[src/rtl/dma_evt_pkg.sv]
package dma_evt_pkg;
  localparam int ADR_PEND     = 0;
  localparam int ADR_PEND_SET = 1;
  localparam int ADR_PEND_CLR = 2;
  localparam int ADR_EN       = 3;
  localparam int ADR_EN_SET   = 4;
  localparam int ADR_EN_CLR   = 5;
  localparam int OPT_CHAIN_BIT = 8;
  localparam int OPT_TGT_LSB   = 16;

  typedef struct packed {
    logic pendSet;
    logic pendClr;
    logic enSet;
    logic enClr;
    logic optWr;
    logic ack;
  } strobe_t;
endpackage

[src/rtl/dma_evt_ctrl.sv]
module dma_evt_ctrl
  import dma_evt_pkg::*;
#(
  parameter int IDX_W  = 6,
  parameter int ADDR_W = IDX_W + 1
)(
  input  logic              wrEn,
  input  logic [ADDR_W-1:0] wrAddr,
  input  logic              reqValid,
  input  logic              reqAck,
  output strobe_t           stb
);
  always_comb begin
    stb.pendSet = wrEn && (wrAddr == ADDR_W'(ADR_PEND_SET));
    stb.pendClr = wrEn && (wrAddr == ADDR_W'(ADR_PEND_CLR));
    stb.enSet   = wrEn && (wrAddr == ADDR_W'(ADR_EN_SET));
    stb.enClr   = wrEn && (wrAddr == ADDR_W'(ADR_EN_CLR));
    stb.optWr   = wrEn && wrAddr[IDX_W];
    stb.ack     = reqValid && reqAck;
  end
endmodule

[src/rtl/dma_evt_datapath.sv]
module dma_evt_datapath
  import dma_evt_pkg::*;
#(
  parameter int NUM_CH = 64,
  parameter int PRIO_W = 2,
  parameter int IDX_W  = $clog2(NUM_CH),
  parameter int ADDR_W = IDX_W + 1,
  parameter int DATA_W = NUM_CH
)(
  input  logic                     clk,
  input  logic                     rstN,
  input  logic [NUM_CH-1:0]        evtIn,
  input  strobe_t                  stb,
  input  logic [ADDR_W-1:0]        wrAddr,
  input  logic [DATA_W-1:0]        wrData,
  input  logic [ADDR_W-1:0]        rdAddr,
  output logic [DATA_W-1:0]        rdData,
  input  logic                     cplValid,
  input  logic [IDX_W-1:0]         cplCh,
  input  logic                     reqValid,
  input  logic [IDX_W-1:0]         reqCh,
  output logic [NUM_CH-1:0]        pending,
  output logic [NUM_CH-1:0]        enable,
  output logic [NUM_CH*PRIO_W-1:0] prioFlat
);
  logic [NUM_CH-1:0] evtPrev, rise, chainMask, ackMask, setMask, clrMask;
  logic [NUM_CH-1:0] chainEn;
  logic [PRIO_W-1:0] prio     [NUM_CH];
  logic [IDX_W-1:0]  chainTgt [NUM_CH];
  logic [IDX_W-1:0]  optIdx, rdIdx;

  assign optIdx = wrAddr[IDX_W-1:0];
  assign rdIdx  = rdAddr[IDX_W-1:0];
  assign rise   = evtIn & ~evtPrev;
  assign setMask = stb.pendSet ? wrData[NUM_CH-1:0] : '0;
  assign clrMask = stb.pendClr ? wrData[NUM_CH-1:0] : '0;

  always_comb begin
    chainMask = '0;
    if (cplValid && chainEn[cplCh]) chainMask[chainTgt[cplCh]] = 1'b1;
    ackMask = '0;
    if (stb.ack) ackMask[reqCh] = 1'b1;
  end

  always_ff @(posedge clk) begin
    if (!rstN) begin
      evtPrev <= '0;
      pending <= '0;
      enable  <= '0;
    end else begin
      evtPrev <= evtIn;
      pending <= (pending & ~clrMask & ~ackMask) | setMask | rise | chainMask;
      if (stb.enSet) enable <= enable | wrData[NUM_CH-1:0];
      if (stb.enClr) enable <= enable & ~wrData[NUM_CH-1:0];
    end
  end

  always_ff @(posedge clk) begin
    if (!rstN) begin
      chainEn <= '0;
      for (int i = 0; i < NUM_CH; i++) begin
        prio[i]     <= '0;
        chainTgt[i] <= '0;
      end
    end else if (stb.optWr) begin
      prio[optIdx]     <= wrData[PRIO_W-1:0];
      chainEn[optIdx]  <= wrData[OPT_CHAIN_BIT];
      chainTgt[optIdx] <= wrData[OPT_TGT_LSB +: IDX_W];
    end
  end

  for (genvar g = 0; g < NUM_CH; g++) begin : g_flat
    assign prioFlat[g*PRIO_W +: PRIO_W] = prio[g];
  end

  always_comb begin
    rdData = '0;
    if (rdAddr[IDX_W]) begin
      rdData[PRIO_W-1:0]          = prio[rdIdx];
      rdData[OPT_CHAIN_BIT]       = chainEn[rdIdx];
      rdData[OPT_TGT_LSB +: IDX_W] = chainTgt[rdIdx];
    end else if (rdAddr == ADDR_W'(ADR_PEND)) begin
      rdData[NUM_CH-1:0] = pending;
    end else if (rdAddr == ADDR_W'(ADR_EN)) begin
      rdData[NUM_CH-1:0] = enable;
    end
  end

  a_r1_event_latched: assert property (@(posedge clk) disable iff (!rstN)
    (|rise) |=> ((pending & $past(rise)) == $past(rise)));

  a_r3_clear_drops: assert property (@(posedge clk) disable iff (!rstN)
    (stb.pendClr && !(|rise) && !cplValid && !stb.pendSet)
      |=> ((pending & $past(wrData[NUM_CH-1:0])) == '0));

  a_r4_event_beats_clear: assert property (@(posedge clk) disable iff (!rstN)
    (stb.pendClr && |(rise & wrData[NUM_CH-1:0]))
      |=> ((pending & $past(rise & wrData[NUM_CH-1:0])) == $past(rise & wrData[NUM_CH-1:0])));

  a_r5_enable_clear: assert property (@(posedge clk) disable iff (!rstN)
    stb.enClr |=> ((enable & $past(wrData[NUM_CH-1:0])) == '0));

  a_r6_req_is_live: assert property (@(posedge clk) disable iff (!rstN)
    reqValid |-> (pending[reqCh] && enable[reqCh]));

  a_r8_ack_clears: assert property (@(posedge clk) disable iff (!rstN)
    (stb.ack && !rise[reqCh] && !chainMask[reqCh] && !setMask[reqCh])
      |=> !pending[$past(reqCh)]);
endmodule

[src/rtl/dma_evt_arbiter.sv]
module dma_evt_arbiter #(
  parameter int NUM_CH = 64,
  parameter int PRIO_W = 2,
  parameter int IDX_W  = $clog2(NUM_CH)
)(
  input  logic                     clk,
  input  logic                     rstN,
  input  logic [NUM_CH-1:0]        pending,
  input  logic [NUM_CH-1:0]        enable,
  input  logic [NUM_CH*PRIO_W-1:0] prioFlat,
  output logic                     reqValid,
  output logic [IDX_W-1:0]         reqCh
);
  logic [NUM_CH-1:0] cand;
  logic [PRIO_W-1:0] prio [NUM_CH];
  logic [PRIO_W-1:0] bestP;
  logic              found;

  assign cand = pending & enable;

  for (genvar g = 0; g < NUM_CH; g++) begin : g_unflat
    assign prio[g] = prioFlat[g*PRIO_W +: PRIO_W];
  end

  // Descending scan with >= so the lowest index keeps a tied level.
  always_comb begin
    found = 1'b0;
    bestP = '0;
    reqCh = '0;
    for (int i = NUM_CH - 1; i >= 0; i--) begin
      if (cand[i] && (!found || prio[i] >= bestP)) begin
        found = 1'b1;
        bestP = prio[i];
        reqCh = IDX_W'(i);
      end
    end
  end
  assign reqValid = found;

  // Independent reference: highest level first, then first index on it.
  logic [PRIO_W-1:0] refMax;
  logic [IDX_W-1:0]  refIdx;
  logic              refAny, refHit;
  always_comb begin
    refMax = '0;
    refAny = 1'b0;
    for (int i = 0; i < NUM_CH; i++) begin
      if (cand[i]) begin
        refAny = 1'b1;
        if (prio[i] > refMax) refMax = prio[i];
      end
    end
    refIdx = '0;
    refHit = 1'b0;
    for (int i = 0; i < NUM_CH; i++) begin
      if (!refHit && cand[i] && prio[i] == refMax) begin
        refHit = 1'b1;
        refIdx = IDX_W'(i);
      end
    end
  end

  a_r6_valid_iff_candidate: assert property (@(posedge clk) disable iff (!rstN)
    reqValid == refAny);

  a_r7_winner_order: assert property (@(posedge clk) disable iff (!rstN)
    reqValid |-> (reqCh == refIdx));
endmodule

[src/rtl/dma_evt_dispatch.sv]
module dma_evt_dispatch
  import dma_evt_pkg::*;
#(
  parameter int NUM_CH = 64,
  parameter int PRIO_W = 2,
  localparam int IDX_W  = $clog2(NUM_CH),
  localparam int ADDR_W = IDX_W + 1,
  localparam int DATA_W = NUM_CH
)(
  input  logic              clk,
  input  logic              rstN,
  input  logic [NUM_CH-1:0] evtIn,
  input  logic              wrEn,
  input  logic [ADDR_W-1:0] wrAddr,
  input  logic [DATA_W-1:0] wrData,
  input  logic [ADDR_W-1:0] rdAddr,
  output logic [DATA_W-1:0] rdData,
  input  logic              cplValid,
  input  logic [IDX_W-1:0]  cplCh,
  output logic              reqValid,
  output logic [IDX_W-1:0]  reqCh,
  input  logic              reqAck
);
  strobe_t                  stb;
  logic [NUM_CH-1:0]        pending, enable;
  logic [NUM_CH*PRIO_W-1:0] prioFlat;

  dma_evt_ctrl #(.IDX_W(IDX_W), .ADDR_W(ADDR_W)) u_ctrl (
    .wrEn(wrEn), .wrAddr(wrAddr), .reqValid(reqValid), .reqAck(reqAck), .stb(stb)
  );

  dma_evt_datapath #(.NUM_CH(NUM_CH), .PRIO_W(PRIO_W), .IDX_W(IDX_W),
                     .ADDR_W(ADDR_W), .DATA_W(DATA_W)) u_dp (
    .clk(clk), .rstN(rstN), .evtIn(evtIn), .stb(stb),
    .wrAddr(wrAddr), .wrData(wrData), .rdAddr(rdAddr), .rdData(rdData),
    .cplValid(cplValid), .cplCh(cplCh), .reqValid(reqValid), .reqCh(reqCh),
    .pending(pending), .enable(enable), .prioFlat(prioFlat)
  );

  dma_evt_arbiter #(.NUM_CH(NUM_CH), .PRIO_W(PRIO_W), .IDX_W(IDX_W)) u_arb (
    .clk(clk), .rstN(rstN), .pending(pending), .enable(enable),
    .prioFlat(prioFlat), .reqValid(reqValid), .reqCh(reqCh)
  );
endmodule

[config.mk]
export PLATFORM = sky130hd
export DESIGN_NAME = dma_evt_dispatch
export DESIGN_NICKNAME = d
export VERILOG_FILES = /design/src/rtl/dma_evt_pkg.sv /design/src/rtl/dma_evt_ctrl.sv /design/src/rtl/dma_evt_datapath.sv /design/src/rtl/dma_evt_arbiter.sv /design/src/rtl/dma_evt_dispatch.sv
export SDC_FILE = /design/constraint.sdc
export NUM_CORES = 2
export LEC_CHECK = 0
export CAP_MARGIN = 20
export CORE_MARGIN = 4
export CORE_UTILIZATION = 50
export DETAILED_ROUTE_END_ITERATION = 10
export MAX_ROUTING_LAYER = met4
export PLACE_DENSITY_LB_ADDON = 0.12
export SETUP_SLACK_MARGIN = 0.1
export SYNTH_ARGS = -nofsm -noshare
export SYNTH_HDL_FRONTEND = slang
export SYNTH_SLANG_ARGS = --single-unit
export TNS_END_PERCENT = 50
[constraint.sdc]
create_clock -name clk -period 240 [get_ports clk]
set_clock_uncertainty 0.1 [all_clocks]
set_input_delay 24 -clock clk [delete_from_list [all_inputs] [get_ports clk]]
set_output_delay 24 -clock clk [all_outputs]
set_load 0.05 [all_outputs]
==> impl_metrics.yaml <==
clock_network:
  hold_buffers: 0
  clock_tree.buffer_depth: 3
  cts_sinks: 768
  cts_buffers: 89
  cts-root-buf: "clkbuf_16"
  clk_pin_slew_worst_paths_ps: 60
  cts_tree: "yes"
  cts-resized-gates: 0
  cts-htree-levels: 3
  postCtsSetupBuffers: 0
  clk_latency_ps: 700
routing:
  drt-pass1-iter-count: 9
  routed_wirelength_mm: 163
  postRouteAntennaNets: 0
  via_count: 36100
  wire_per_inst_um: 29.7
  drc_errors: 0
  post_drt_via_cell_ratio: 6.59
  dr.first_iter.drc_count: 5074
grt:
  grt_antenna_before_repair: 12
  track_usage_pct: 34.6
  grt_pass1_wl_mm: 236
  grt_max_degree: 78
  grt_pass1_vias: 34100
  grt_overflow: 0
synth:
  synth_seq_cells: 768
  synth_commonest_cells: "and2_1, edfxtp_1, mux4_2"
  synthCells: 4048
  async_flop_share_pct: 0
  ys.flop_type: "edfxtp_1"
  ys_warn_count: 0
  synth_edf_count: 512
  syn_nets: 4271
  synth_area_leader_cell: "edfxtp_1"
  synthTopCellsByArea: "edfxtp_1, mux4_2, dfxtp_1, and2_1, nand2_1"
  yosysUniqueCellTypes: 110
  yosysSeqAreaShare_pct: 45.0
  avgSynthCellArea_um2: 11.3
  yosysMostFrequentCell: "and2_1"
  syn-cell-area_um2: 45600
  yosys.area.top_type_share_pct: 33.7
power_and_ir_drop:
  leakagePower_nw: 19.0
  power_density_nw_per_um2: 6.38
  ir_drop_mv: 0.00496
setup_path:
  cp_slowest_cell: "clkdlybuf4s50_1"
  arrival_ps: 89070
  startpoint_type: "register"
  crit_path_frequent_cell: "ha_1"
  max_stage_delay_ps: 890
  reg2reg_depth: 420
  worstReg2RegStart: "u_dp.prio[63][0]"
  worstPathRequired_ps: 215900
  cp_max_fo: 9
  reg2reg_slack_ps: 151300
  critPathKind: "register to output port"
  startpoint: "u_dp.prio[63][0]"
  r2r-end: "u_dp.pending[60]"
  end_kind: "output port"
  cp-endpoint: "reqCh[4]"
floorplanning:
  rows: 110
  start_util_pct: 50.5
  num_io_pins: 224
  die_h_um: 310
  core_area_um2: 90300
  dieWidth_um: 310
  die_area_um2: 96100
sta:
  finalHoldViolCount: 0
  max-slew-margin-rel_pct: 21.5
  fmax_mhz: 8.84
  tns_ps: 0
  fin_crit_sh_pct: 47.2
  hold_slack_ps: 380
  min_period_ps: 113170
  rsz0062_at_grt: "false"
  setup_ws_ps: 126830
  slew_violations: 0
  max_slew.worst_pin.slew_ps: 1170
  setup_violations: 0
hold_path:
  hold_path_class: "register to register"
  holdCritStartpoint: "u_dp.chainEn[59]"
  hold_path_depth: 2
final_layout:
  fin_area_um2: 52200
  fin_cells: 5485
  layout.nets: 4444
  drive_gt1_share_pct: 16.9
  syn2layout_area_growth_pct: 14.6
placement:
  io_buffers: 223
  placed_area_um2: 49100
  place_ws_ps: 128790
  finalWeightedCongestion: 0.987
  dp_hpwl_mm: 117
  dp_cells: 5302
status:
  outcome: "finished clean"
run:
  drv_cap: 0
==> sequential cells by signal, summed over array words and instances (netlist names), named ones only <==
register / flops
u_dp.pending: 64
u_dp.chainTgt: 384
u_dp.chainEn: 64
u_dp.prio: 128
u_dp.evtPrev: 64
==> final cells by class <==
| type | count | area (µm²) |
|---|---|---|
| fill | 7550 | 38100 |
| multi-input combinational | 2781 | 23200 |
| sequential | 768 | 20500 |
| timing repair buffer | 333 | 3010 |
| clock buffer | 121 | 2520 |
| tap | 1176 | 1470 |
| inverter | 248 | 933 |
| clock inverter | 47 | 536 |
| antenna | 11 | 27.5 |
==> report_power, final <==
group	internal, mW	switching, mW	total [mW]
Sequential	0.147	0.00504	0.152
Combinational	0.0167	0.0228	0.0395
Clock	0.0830	0.0587	0.142
==> per-stage QoR <==
step / util (%) / total power, mW
floorplan: - / 0.175
global placement: 54.4 / 0.193
detailed placement: 54.4 / 0.193
CTS: 57.8 / 0.334
global route: 57.8 / 0.342
finish: 57.8 / 0.333
==> cells by family after synthesis <==
family,count (synthesis),synth area share [%]
mux,354,17.0
buf+inv,499,4.19
simple gates,1485,17.9
compound gates,865,13.8
fa+ha+maj,77,2.08
flops,768,45.0
==> worst max-delay path, delay by kind of cell (launching register included) <==
family / cells / cell delay, ps
DFF: 1 / 420
AOI/OAI and AO/OA: 172 / 39200
buffers and inverters: 17 / 2160
muxes: 13 / 4720
adders and majority gates: 69 / 18830
and+or+nand+nor: 148 / 22920
==> worst min-delay path by stage <==
stage	to
after CTS	u_dp.chainEn[59]
after detailed placement	u_dp.chainEn[59]
after global routing	u_dp.chainEn[40]
after floorplan	u_dp.chainEn[10]
final	u_dp.chainEn[59]
after global placement	u_dp.chainEn[35]
==> placed cells by master, fill, tap and decap left out, types with 50 or more instances in the layout <==
master	synthesis	final
mux4_2	335	335
clkbuf_16	0	93
ha_1	70	70
clkdlybuf4s50_1	0	206
a21oi_1	172	172
o21ai_0	170	163
a211oi_1	77	77
a222oi_1	71	71
inv_1	247	246
buf_4	0	109
and2_1	617	617
nand3_1	92	92
edfxtp_1	512	512
nand2_1	313	313
a22o_1	60	60
nand2b_1	50	50
dfxtp_1	256	256
nor2_1	180	176
==> layer usage <==
layer	vias to the layer above	track usage [%]	routed length, µm
li1	15700	-	-
met1	17900	47.7	66000
met2	2235	50.2	71200
met3	325	8.15	19500
met4	0	12.7	6510
met5	-	-	0
No activity file was read; power rests on OpenSTA's default activity.
